==> src/rtl/nano_pkg.sv <==
package nano_pkg;
    localparam int DW     = 4;
    localparam int AW     = 3;
    localparam int NREG   = 8;
    localparam int RW     = $clog2(NREG);
    localparam int IW     = 12;
    localparam int NWORDS = 1 << AW;

    typedef enum logic [1:0] {
        OP_ADD = 2'b00,
        OP_NEG = 2'b01,
        OP_LDI = 2'b10,
        OP_JZ  = 2'b11
    } op_e;

    typedef struct packed {
        op_e           op;
        logic [RW-1:0] ra;
        logic [RW-1:0] rb;
        logic [DW-1:0] imm;
        logic [AW-1:0] tgt;
    } dec_t;

    typedef struct packed {
        logic [AW-1:0] pc;
        logic          ovf;
        logic          zero;
    } core_t;
endpackage

==> src/rtl/nano_decode.sv <==
module nano_decode
    import nano_pkg::*;
(
    input  logic [IW-1:0] instr,
    output dec_t          dec
);
    always_comb begin
        dec.op  = op_e'(instr[IW-1 -: 2]);
        dec.ra  = instr[IW-3 -: RW];
        dec.rb  = instr[IW-3-RW -: RW];
        dec.imm = instr[DW-1:0];
        dec.tgt = instr[AW-1:0];
    end
endmodule

==> src/rtl/nano_alu.sv <==
module nano_alu
    import nano_pkg::*;
(
    input  logic [DW-1:0] a,
    input  logic [DW-1:0] b,
    input  logic          sub,
    output logic [DW-1:0] sum,
    output logic          ovf
);
    logic [DW:0]   carry;
    logic [DW-1:0] bx;

    assign bx       = b ^ {DW{sub}};
    assign carry[0] = sub;

    for (genvar i = 0; i < DW; i++) begin : g_fa
        assign sum[i]     = a[i] ^ bx[i] ^ carry[i];
        assign carry[i+1] = (a[i] & bx[i]) | (carry[i] & (a[i] ^ bx[i]));
    end

    assign ovf = carry[DW] ^ carry[DW-1];
endmodule

==> src/rtl/nano_regfile.sv <==
module nano_regfile
    import nano_pkg::*;
(
    input  logic                 clk,
    input  logic                 rst,
    input  logic                 we,
    input  logic [RW-1:0]        waddr,
    input  logic [DW-1:0]        wdata,
    input  logic [RW-1:0]        raddr_a,
    input  logic [RW-1:0]        raddr_b,
    output logic [DW-1:0]        rdata_a,
    output logic [DW-1:0]        rdata_b,
    output logic [NREG*DW-1:0]   regs_flat
);
    logic [NREG-1:0][DW-1:0] regs_d, regs_q;

    always_comb begin
        regs_d = regs_q;
        if (we && waddr != '0) regs_d[waddr] = wdata;
        if (rst) regs_d = '0;
    end

    always_ff @(posedge clk) begin
        regs_q <= regs_d;
    end

    assign rdata_a   = (raddr_a == '0) ? '0 : regs_q[raddr_a];
    assign rdata_b   = (raddr_b == '0) ? '0 : regs_q[raddr_b];
    assign regs_flat = regs_q;

    // a write aimed at register 0 leaves it at zero
    assert_r0_discard_R6: assert property (@(posedge clk) disable iff (rst)
        (we && waddr == '0) |=> regs_q[0] == '0);
endmodule

==> src/rtl/nano_core.sv <==
module nano_core
    import nano_pkg::*;
#(
    parameter logic [NWORDS-1:0][IW-1:0] PROG = {
        12'hC03, 12'hC86, 12'h0A0, 12'h500,
        12'h190, 12'h980, 12'h901, 12'h883
    }
)
(
    input  logic                 clk,
    input  logic                 rst,
    output logic [NREG*DW-1:0]   regs_o,
    output logic [AW-1:0]        pc_o,
    output logic                 ovf_o,
    output logic                 zero_o
);
    core_t         st_d, st_q;
    logic [IW-1:0] instr;
    dec_t          dec;
    logic [DW-1:0] rd_a, rd_b, alu_a, alu_b, alu_sum, wdata;
    logic          alu_ovf, is_alu, we;

    assign instr = PROG[st_q.pc];

    nano_decode u_dec (
        .instr (instr),
        .dec   (dec)
    );

    assign is_alu = (dec.op == OP_ADD) || (dec.op == OP_NEG);
    assign alu_a  = (dec.op == OP_NEG) ? '0 : rd_a;
    assign alu_b  = (dec.op == OP_NEG) ? rd_a : rd_b;

    nano_alu u_alu (
        .a   (alu_a),
        .b   (alu_b),
        .sub (dec.op == OP_NEG),
        .sum (alu_sum),
        .ovf (alu_ovf)
    );

    assign we    = (dec.op != OP_JZ);
    assign wdata = (dec.op == OP_LDI) ? dec.imm : alu_sum;

    nano_regfile u_rf (
        .clk       (clk),
        .rst       (rst),
        .we        (we),
        .waddr     (dec.ra),
        .wdata     (wdata),
        .raddr_a   (dec.ra),
        .raddr_b   (dec.rb),
        .rdata_a   (rd_a),
        .rdata_b   (rd_b),
        .regs_flat (regs_o)
    );

    always_comb begin
        st_d    = st_q;
        st_d.pc = st_q.pc + 1'b1;
        if (dec.op == OP_JZ && rd_a == '0) st_d.pc = dec.tgt;
        if (is_alu) begin
            st_d.ovf  = alu_ovf;
            st_d.zero = (alu_sum == '0);
        end
        if (rst) st_d = '0;
    end

    always_ff @(posedge clk) begin
        st_q <= st_d;
    end

    assign pc_o   = st_q.pc;
    assign ovf_o  = st_q.ovf;
    assign zero_o = st_q.zero;

    logic [NREG-1:0][DW-1:0] regs_v;
    assign regs_v = regs_o;

    assert_reset_R1: assert property (@(posedge clk)
        rst |=> (pc_o == '0 && !ovf_o && !zero_o && regs_o == '0));

    assert_pc_step_R7: assert property (@(posedge clk) disable iff (rst)
        (dec.op != OP_JZ) |=> pc_o == $past(pc_o) + 1'b1);

    assert_jump_taken_R5: assert property (@(posedge clk) disable iff (rst)
        (dec.op == OP_JZ && regs_v[dec.ra] == '0) |=> pc_o == $past(dec.tgt));

    assert_flags_hold_R9: assert property (@(posedge clk) disable iff (rst)
        (dec.op == OP_LDI || dec.op == OP_JZ) |=> $stable({ovf_o, zero_o}));

    assert_zero_flag_R8: assert property (@(posedge clk) disable iff (rst)
        (is_alu && dec.ra != '0) |=> zero_o == (regs_v[$past(dec.ra)] == '0));

    assert_add_wb_R3: assert property (@(posedge clk) disable iff (rst)
        (dec.op == OP_ADD && dec.ra != '0)
            |=> regs_v[$past(dec.ra)] == DW'($past(rd_a) + $past(rd_b)));

    assert_ldi_wb_R2: assert property (@(posedge clk) disable iff (rst)
        (dec.op == OP_LDI && dec.ra != '0) |=> regs_v[$past(dec.ra)] == $past(dec.imm));
endmodule

==> config.mk <==
export PLATFORM = sky130hd
export DESIGN_NAME = nano_core
export DESIGN_NICKNAME = d
export VERILOG_FILES = /design/src/rtl/nano_pkg.sv /design/src/rtl/nano_decode.sv /design/src/rtl/nano_alu.sv /design/src/rtl/nano_regfile.sv /design/src/rtl/nano_core.sv
export SDC_FILE = /design/constraint.sdc
export NUM_CORES = 1
export LEC_CHECK = 0
export ABC_AREA = 0
export BUFFER_PORTS_ARGS = -buffer_cell sky130_fd_sc_hd__buf_2
export CAP_MARGIN = 20
export CORE_ASPECT_RATIO = 1.75
export CORE_MARGIN = 2
export CORE_UTILIZATION = 45
export CTS_CLUSTER_SIZE = 12
export DETAILED_ROUTE_END_ITERATION = 8
export PLACE_DENSITY = 0.76
export SLEW_MARGIN = 15
export SYNTH_ARGS = -nofsm -noshare
export SYNTH_HDL_FRONTEND = slang
export SYNTH_SLANG_ARGS = --single-unit
==> constraint.sdc <==
create_clock -name clk -period 4.5 [get_ports clk]
set_input_delay 0.225 -clock clk [delete_from_list [all_inputs] [get_ports clk]]
set_output_delay 0.225 -clock clk [all_outputs]
set_load 0.05 [all_outputs]
==> metrics.txt, run 1 <==
dpl cells=241; Leak Pwr=around 0.84 nW; synthesized cell area=~0.0017 mm2; met3 WL=around 120 um; drt total wl=3430 um; Finished Core Util=between 50% and 60%; type of the worst min-delay path=in2reg; first-pass GRT wire length=5900 um; r2r setup slk=approximately 1.1 ns; largest net degree at the start of global routing=33; Routed Antenna Nets=0; CTS buffer count=5; highest-count cells in the layout ignoring fill and taps=dfxtp_1, nor2_1, buf_2; port bufs=22; Max Clk Rate=~290 MHz; ys async rst share=0%; FF-to-FF End=zero_o$_SDFFE_PP0P_; data arrival time of the worst path=approximately 3.6 ns; routability cong.=0.882; vias per cell=5.08; final max-slew violation count=0; R2R depth=12; max_cap viols=0; Synth cell types=42; multiplexer share of the synthesized area=between 10% and 20%; 1st-iter DRT viols=26; wl on met1=1240 um; Power Dens Cells=475 mW/mm2; period utilization=about three quarters; Reg clk slew, reported paths=around 0.07 ns; cell area after layout=between 0.0015 and 0.002 mm2; crit path from=instr[8]$_DFF_P_; post-CTS setup buffer count=0; Mapped Cells=~180; main combinational cell family by area after synthesis=simple AND/OR/NAND/NOR gates; core area=0.00366 mm2; gr ovfl total=0; Max IR drop VDD=between 0.2 and 0.25 mV; CTS tree=built; hold_buf cts=0; most common cell after layout, fill and taps aside=dfxtp_1; clk buf depth=2; Sink Count=30; starting density of the core=a little under half; FF+latch count, synth=30; Pre-antenna DRT Iters=4; Final min period=between 3 and 4 ns; Area after DPL=0.00180 mm2; Post-synth EDFFs=0; CP startpoint kind=register; ant diodes=0; H-tree levels=2; fin nets=roughly 210; die height=86.2 um; slew margin rel.=between 60% and 70%; Wirelength per Cell=around 14 um; Die W=just over 50 um; sequential area share after synthesis=between 30% and 40%; area grow syn2layout=9.08%; gr usage total=between 10% and 20%; setup violators final=0; worst clock skew=around 0.01 ns; FP Rows=29; Critical Path Sink Type=register; Synth Flop Type=dfxtp_1; vias post-DR=1266; Clock Latency Late Sink=~0.29 ns; post-synthesis xor/xnor area fraction=roughly 1.0%; Setup TNS=0 ns; crit path capture=zero_o$_SDFFE_PP0P_; met2 WL=1970 um; Synthesis Warnings=0; initial antenna violation count=0; I/O pins=39; Max Used Layer=met4; Mean Syn Cell Area=9.54 um2; share of cells above drive strength 1=25.1%; critical path class=reg2reg; Hold WS=0.417 ns; Non-Filler Instances=about 250; CTS resizes=0; outcome=finished clean; unrepaired setup endpoints after global routing=false; Fillers=between 300 and 400; worst reg2reg startpoint=instr[8]$_DFF_P_; Final Hold Vio Count=0; clk root buf=clkbuf_8; hpwl dp=2660 um; Slew @ Worst Pin=~0.57 ns; crit-path max FO=7; Synth Area in Simple Gates=a little under a fifth; drt drc=0; compound-gate portion of the synthesized area=about 13%; die area=between 0.004 and 0.005 mm2; CP Data Required Time=4.71 ns; vias in the first global route=approximately 1300; synthesized-area fraction occupied by adder cells=between 7 and 8%
cell usage after synthesis, types with 3 or more instances:
library cell	count	share of area [%]
a21oi_1	3	0.86
a22oi_2	3	2.2
a311oi_1	3	1.5
buf_4	17	7.3
clkbuf_1	6	1.3
dfxtp_1	30	35
fa_1	3	3.5
ha_1	6	4.3
inv_1	5	1.1
mux2_2	9	5.8
mux2i_1	12	6.9
nand2_1	8	1.7
nand2b_1	6	2.2
nor2_1	27	5.8
nor2b_1	8	2.9
o21ai_0	4	1.2
report_power, final:
group	leakage [nW]	total (W)	internal [W]	switching, W
logic	0.552	0.000325	0.000102	0.000224
clock network	0.0472	0.000230	0.000123	0.000107
registers	0.246	0.000344	0.000301	0.0000424
total	0.845	0.000899	0.000526	0.000373
how the worst min path moves through the flow:
| stage | startpoint | to | slack [ns] | cells after the start |
|---|---|---|---|---|
| after floorplan | instr[0]$_DFF_P_ | u_rf.regs_flat[12]$_SDFFE_PP0P_ | 0.51 | 2 |
| after global placement | zero_o$_SDFFE_PP0P_ | zero_o$_SDFFE_PP0P_ | 0.45 | 2 |
| after detailed placement | zero_o$_SDFFE_PP0P_ | zero_o$_SDFFE_PP0P_ | 0.45 | 2 |
| after CTS | rst | u_rf.regs_flat[14]$_SDFFE_PP0P_ | 0.42 | 2 |
| after global routing | rst | u_rf.regs_flat[14]$_SDFFE_PP0P_ | 0.47 | 2 |
| final | rst | u_rf.regs_flat[14]$_SDFFE_PP0P_ | 0.42 | 2 |
area by class of cell:
cell class                      instances  area, um2  area share (%)
Clock buffer                            6       82.6            4.36
Clock inverter                          2       12.5           0.661
Inverter                                6       22.5            1.19
Multi-Input combinational cell        137       1010            53.2
Sequential cell                        30        601            31.7
Tap cell                               46       57.6            3.04
Timing Repair Buffer                   22        110            5.81
layer usage:
layer  up-vias  GRT usage [%]
met5         -              0
li1        628              -
met4         0           9.58
met2        32           34.0
met1       598           17.5
met3         8           3.79
stage by stage:
step | setup WS [ns] | total power [W]
6_report | 1.07 | 0.000899
5_1_grt | 0.894 | 0.000949
4_1_cts | 1.08 | 0.000902
3_5_place_dp | 1.13 | 0.000675
3_3_place_gp | 1.21 | 0.000670
2_1_floorplan | 1.19 | 0.000628
sequential cells by signal (all words and copies together) (netlist names):
| name | flops |
|---|---|
| pc_o | 3 |
| u_rf.regs_flat | 16 |
| ovf_o | 1 |
| zero_o | 1 |
| instr | 9 |
worst max-delay path: stages (launching register included):
cell and delay, ns:
dfxtp_1 0.48, nor2b_4 0.32, a22oi_2 0.16, or3_1 0.45, a21boi_0 0.17, fa_1 0.38
inv_1 0.08, fa_1 0.20, inv_1 0.06, fa_1 0.50, nand2_1 0.06, a2111o_1 0.37
a21oi_1 0.13
cell families after synthesis:
kind of cell	Yosys count
buffers and inverters	30
other	1
XOR/XNOR	2
adder cells (fa/ha/maj)	9
AND/OR/NAND/NOR	61
AO/OA/AOI/OAI	26
flip-flops	30
multiplexers	23
Note: power is estimated with default switching activity, not from simulation.
==> run 2, diff against run 1 <==
- PLACE_DENSITY: 0.76 -> 0.79
- clock period: 4.5 -> 3.11 ns (I/O delays scaled with it)
==> run 2 against run 1 <==
- largest cell class unchanged
- critical path depth unchanged
- combinational power grew 60%
- die area unchanged
==> metrics.txt, run 2 (same netlist as run 1, synthesis figures left out) <==
drt total wl=3660 um (was 3430 um); worst clock skew=0.00796 ns (was 0.0100 ns); starting density of the core=47.4% (unchanged); Final min period=3.03 ns (was 3.43 ns); period utilization=97.6% (was 76.2%); die height=86.2 um (unchanged); Max IR drop VDD=0.391 mV (was 0.213 mV); Leak Pwr=0.913 nW (was 0.845 nW); fin nets=223 (was 213); largest net degree at the start of global routing=33 (unchanged); die area=0.00439 mm2 (unchanged); Area after DPL=0.00186 mm2 (was 0.00180 mm2); 1st-iter DRT viols=39 (was 26); share of cells above drive strength 1=34.3% (was 25.1%); clk root buf=clkbuf_8 (unchanged); Wirelength per Cell=14.1 um (was 13.8 um); CP startpoint kind=register (unchanged); gr ovfl total=0 (unchanged); ant diodes=0 (unchanged); Sw Share=38.9% (was 41.5%); slew margin rel.=63.1% (was 62.1%); final max-slew violation count=0 (unchanged); most common cell after layout, fill and taps aside=nor2_1 (was dfxtp_1); CTS buffer count=5 (unchanged); area grow syn2layout=16.4% (was 9.08%); hold_buf cts=0 (unchanged); H-tree levels=2 (unchanged); port bufs=22 (unchanged); CP Data Required Time=3.32 ns (was 4.71 ns); switching power total=0.000543 W (was 0.000373 W); PnR worst setup slack=0.0761 ns (was 1.07 ns); FP Rows=29 (unchanged); CTS tree=built (unchanged); clock network power share=27.5% (was 25.6%); Die W=51.0 um (unchanged); data arrival time of the worst path=3.25 ns (was 3.64 ns); initial antenna violation count=0 (unchanged); routability cong.=0.895 (was 0.882); cell area after layout=0.00202 mm2 (was 0.00189 mm2); outcome=finished clean (unchanged); critical path class=reg2reg (unchanged); crit-path max FO=4 (was 7); type of the worst min-delay path=in2reg (unchanged); flip-flop count of the largest register after layout=16 (unchanged); sequential share of power=35.2% (was 38.2%); pre-CTS WS=0.0270 ns (was 1.13 ns); internal power=0.000851 W (was 0.000526 W); gr usage total=18.1% (was 18.0%); hpwl dp=2790 um (was 2660 um); drt drc=0 (unchanged); vias per cell=5.12 (was 5.08); Reg clk slew, reported paths=0.07 ns (about the same); setup violators final=0 (unchanged); Power Dens Cells=689 mW/mm2 (was 475 mW/mm2); Clock Latency Late Sink=0.29 ns (about the same); vias post-DR=1327 (was 1266); Pre-antenna DRT Iters=4 (unchanged); Final Hold Vio Count=0 (unchanged); max_cap viols=0 (unchanged); Max Clk Rate=330 MHz (was 292 MHz); first-pass GRT wire length=5790 um (was 5900 um); logic gate share of total power=37.3% (was 36.2%); I/O pins=39 (unchanged); vias in the first global route=1266 (was 1281); highest-count cells in the layout ignoring fill and taps=nor2_1, dfxtp_1, buf_2 (was dfxtp_1, nor2_1, buf_2); Slew @ Worst Pin=0.554 ns (was 0.568 ns); core area=0.00366 mm2 (unchanged); r2r setup slk=0.08 ns (was 1.07 ns); Routed Antenna Nets=0 (unchanged); clk buf depth=2 (unchanged); Critical Path Sink Type=register (unchanged); Sink Count=30 (unchanged)
## run 2: metrics by stage
step | hold WS [ns] | total power, W | utilization (%) | std cells | setup TNS, ns
finish | 0.342 | 0.00139 | 55.2 | 259 | 0
global route | 0.379 | 0.00147 | 55.2 | 259 | -0.0108
CTS | 0.336 | 0.00139 | 53.7 | 257 | 0
detailed placement | 0.444 | 0.00100 | 50.8 | 249 | 0
global placement | 0.446 | 0.000993 | 50.8 | 249 | 0
floorplan | 0.460 | 0.000911 | - | 197 | 0
## run 2: power groups by stage
stage	combinational [W]	clock, W	sequential, W
global route	0.000561	0.000411	0.000498
detailed placement	0.000504	0	0.000496
finish	0.000520	0.000384	0.000490
global placement	0.000498	0	0.000495
floorplan	0.000319	0	0.000592
CTS	0.000507	0.000394	0.000487
## run 2: what timing repair did
item / in CTS / in global routing
setup endpoints to repair: 0 / 4
setup buffers: 0 / 2
resized for setup: 0 / 15
## run 2: path summary, 6_finish.rpt
path	start	endpoint	depth (start not counted)
setup reg to reg	instr[8]$_DFF_P_	zero_o$_SDFFE_PP0P_	12
hold / removal	rst	u_rf.regs_flat[13]$_SDFFE_PP0P_	2
setup / recovery	instr[8]$_DFF_P_	zero_o$_SDFFE_PP0P_	12
hold reg to reg	zero_o$_SDFFE_PP0P_	zero_o$_SDFFE_PP0P_	2
## run 2: metal layers
| metal | global-route usage (%) | vias to the layer above | part of all wire (%) |
|---|---|---|---|
| met5 | 0 | - | 0 |
| met4 | 15.2 | 0 | 4.9 |
| met3 | 3.28 | 14 | 3.6 |
| met2 | 32.1 | 38 | 56 |
| met1 | 17.5 | 624 | 35 |
| li1 | - | 651 | - |
## run 2: cell type report
type                            instances  area, um2
Sequential cell                        30        607
Clock buffer                            7       76.3
Multi-Input combinational cell        137       1040
Fill cell                             359       1640
Timing Repair Buffer                   32        185
Tap cell                               46       57.6
Clock inverter                          1       30.0
Inverter                                6       22.5
## run 2: critical path, cell delays in order (launching register included)
cell,delay [ns]
dfxtp_2,0.37
nor2b_4,0.16
a22oi_2,0.09
or3_4,0.38
a21boi_4,0.15
fa_2,0.38
inv_2,0.07
fa_2,0.21
inv_2,0.04
fa_1,0.57
nand2_1,0.07
a2111o_1,0.34
a21oi_1,0.12
==> run 3, diff against run 2 <==
- CTS_BUF_LIST: unset -> sky130_fd_sc_hd__clkbuf_4
- CTS_CLUSTER_DIAMETER: unset -> 200
==> run 3 against run 2 <==
- core utilization decreased by 0.65 points
- clock power decreased by 16%
- total power decreased by 4.4%
==> metrics.txt, run 3 (same netlist as run 1, synthesis figures left out) <==
outcome=finished clean (unchanged); Pre-antenna DRT Iters=4 (unchanged); H-tree levels=2 (unchanged); Final Power=0.00133 W (was 0.00139 W); Finished Core Util=54.5% (was 55.2%); Final Hold Vio Count=0 (unchanged); largest net degree at the start of global routing=33 (unchanged); crit path capture=zero_o$_SDFFE_PP0P_ (unchanged); r2r setup slk=0.08 ns (about the same); flip-flop count of the largest register after layout=16 (unchanged); Power Dens Cells=667 mW/mm2 (was 689 mW/mm2); drt total wl=3650 um (was 3660 um); PnR worst setup slack=0.0808 ns (was 0.0761 ns); routability cong.=0.895 (unchanged); crit-path max FO=4 (unchanged); CTS tree=built (unchanged); Max IR drop VDD=0.387 mV (was 0.391 mV); vias per cell=5.13 (was 5.12); clk buf depth=2 (unchanged); hold_buf cts=0 (unchanged); worst clock skew=0.00973 ns (was 0.00796 ns); R2R depth=12 (unchanged); FP Rows=29 (unchanged); slew margin rel.=63.4% (was 63.1%); crit path from=instr[8]$_DFF_P_ (unchanged); critical path class=reg2reg (unchanged); fin nets=223 (unchanged); Reg clk slew, reported paths=0.10 ns (was 0.07 ns); share of cells above drive strength 1=35.2% (was 34.3%); Leak Pwr=0.907 nW (was 0.913 nW); CP Data Required Time=3.37 ns (was 3.32 ns); vias in the first global route=1274 (was 1266); max_cap viols=0 (unchanged); CP top delay family=adder cells (unchanged); die height=86.2 um (unchanged); pre-CTS WS=0.0270 ns (unchanged); die area=0.00439 mm2 (unchanged); drt drc=0 (unchanged); Clock Latency Late Sink=0.34 ns (was 0.29 ns); cell area after layout=0.00200 mm2 (was 0.00202 mm2); type of the worst min-delay path=in2reg (unchanged); hpwl dp=2790 um (unchanged); Slew @ Worst Pin=0.548 ns (was 0.554 ns); area grow syn2layout=15.1% (was 16.4%); Area after DPL=0.00186 mm2 (unchanged); Sink Count=30 (unchanged); vias post-DR=1328 (was 1327); I/O pins=39 (unchanged); setup violators final=0 (unchanged); highest-count cells in the layout ignoring fill and taps=nor2_1, dfxtp_1, buf_2 (unchanged); ant diodes=0 (unchanged); critical path depth=12 (unchanged); critical path buffer and inverter count=2 (unchanged); 1st-iter DRT viols=38 (was 39); core area=0.00366 mm2 (unchanged); data arrival time of the worst path=3.29 ns (was 3.25 ns); worst reg2reg startpoint=instr[8]$_DFF_P_ (unchanged); Crit-path slowest cell=fa_1 (unchanged); most common cell after layout, fill and taps aside=nor2_1 (unchanged); clk root buf=clkbuf_4 (was clkbuf_8); port bufs=22 (unchanged); final max-slew violation count=0 (unchanged); Routed Antenna Nets=0 (unchanged); CP startpoint kind=register (unchanged); Hold WS=0.286 ns (was 0.342 ns); FF-to-FF End=zero_o$_SDFFE_PP0P_ (unchanged); gr usage total=18.0% (was 18.1%); gr ovfl total=0 (unchanged); period utilization=97.4% (was 97.6%); CTS buffer count=5 (unchanged); starting density of the core=47.4% (unchanged); Final min period=3.03 ns (about the same); Fillers=361 (was 359); unrepaired setup endpoints after global routing=true; Max stage delay on crit path=0.57 ns (about the same); Wirelength per Cell=14.1 um (about the same); Cell Chain, Critical Path=nor2b_4 -> a22oi_2 -> or3_4 -> a21boi_4 -> fa_2 -> inv_2 -> fa_2 -> inv_2 -> fa_1 -> nand2_1 -> a2111o_1 -> a21oi_1 (unchanged); initial antenna violation count=0 (unchanged); first-pass GRT wire length=5750 um (was 5790 um); Die W=51.0 um (unchanged); Max Clk Rate=330 MHz (about the same); Critical Path Sink Type=register (unchanged)
run 3: repair_timing:
item / in CTS / in global routing
buffers inserted: 0 / 2
hold endpoints to repair: 0 / 0
setup endpoints to repair: 0 / 4
gates resized for setup: 0 / 15
run 3: where the power goes:
part | leakage, nW | internal, W | switching, W
logic | 0.613 | 0.000173 | 0.000347
clock network | 0.0463 | 0.000188 | 0.000134
registers | 0.247 | 0.000438 | 0.0000515
total | 0.907 | 0.000799 | 0.000533
run 3: worst min-delay path by stage:
stage,from,to,slack (ns),depth (start not counted)
after detailed placement,zero_o$_SDFFE_PP0P_,zero_o$_SDFFE_PP0P_,0.44,2
after global placement,u_rf.regs_flat[3]$_SDFFE_PP0P_,u_rf.regs_flat[3]$_SDFFE_PP0P_,0.45,1
after CTS,rst,u_rf.regs_flat[13]$_SDFFE_PP0P_,0.27,2
after floorplan,rst,u_rf.regs_flat[0]$_SDFFE_PP0P_,0.46,2
final,rst,u_rf.regs_flat[13]$_SDFFE_PP0P_,0.29,2
after global routing,rst,u_rf.regs_flat[13]$_SDFFE_PP0P_,0.31,2
run 3: stage by stage:
step           setup TNS (ns)  cells
5_1_grt               -0.0237    259
4_1_cts                     0    257
3_5_place_dp                0    249
2_1_floorplan               0    197
3_3_place_gp                0    249
6_report                    0    259
run 3: worst register-to-register path, cell delays in order, from the launching register on:
cell and delay, ns:
dfxtp_2 0.38, nor2b_4 0.16, a22oi_2 0.09, or3_4 0.38, a21boi_4 0.15, fa_2 0.38
inv_2 0.07, fa_2 0.21, inv_2 0.04, fa_1 0.57, nand2_1 0.07, a2111o_1 0.34
a21oi_1 0.12
run 3: layout make-up:
class                           instances  area (um2)  area share, %
Sequential cell                        30         607           30.4
Clock inverter                          1        30.0           1.50
Timing Repair Buffer                   32         185           9.27
Multi-Input combinational cell        137        1040           52.2
Inverter                                6        22.5           1.13
Clock buffer                            7        52.6           2.63
Tap cell                               46        57.6           2.88
run 3: per-layer routing:
layer / global-route usage [%] / up-vias / share of wire [%] / wire length (um)
met2: 31.5 / 41 / 55 / 2010
li1: - / 651 / - / -
met4: 16.7 / 0 / 6.1 / 221
met1: 17.2 / 619 / 35 / 1290
met5: 0 / - / 0 / 0
met3: 2.76 / 17 / 3.4 / 123
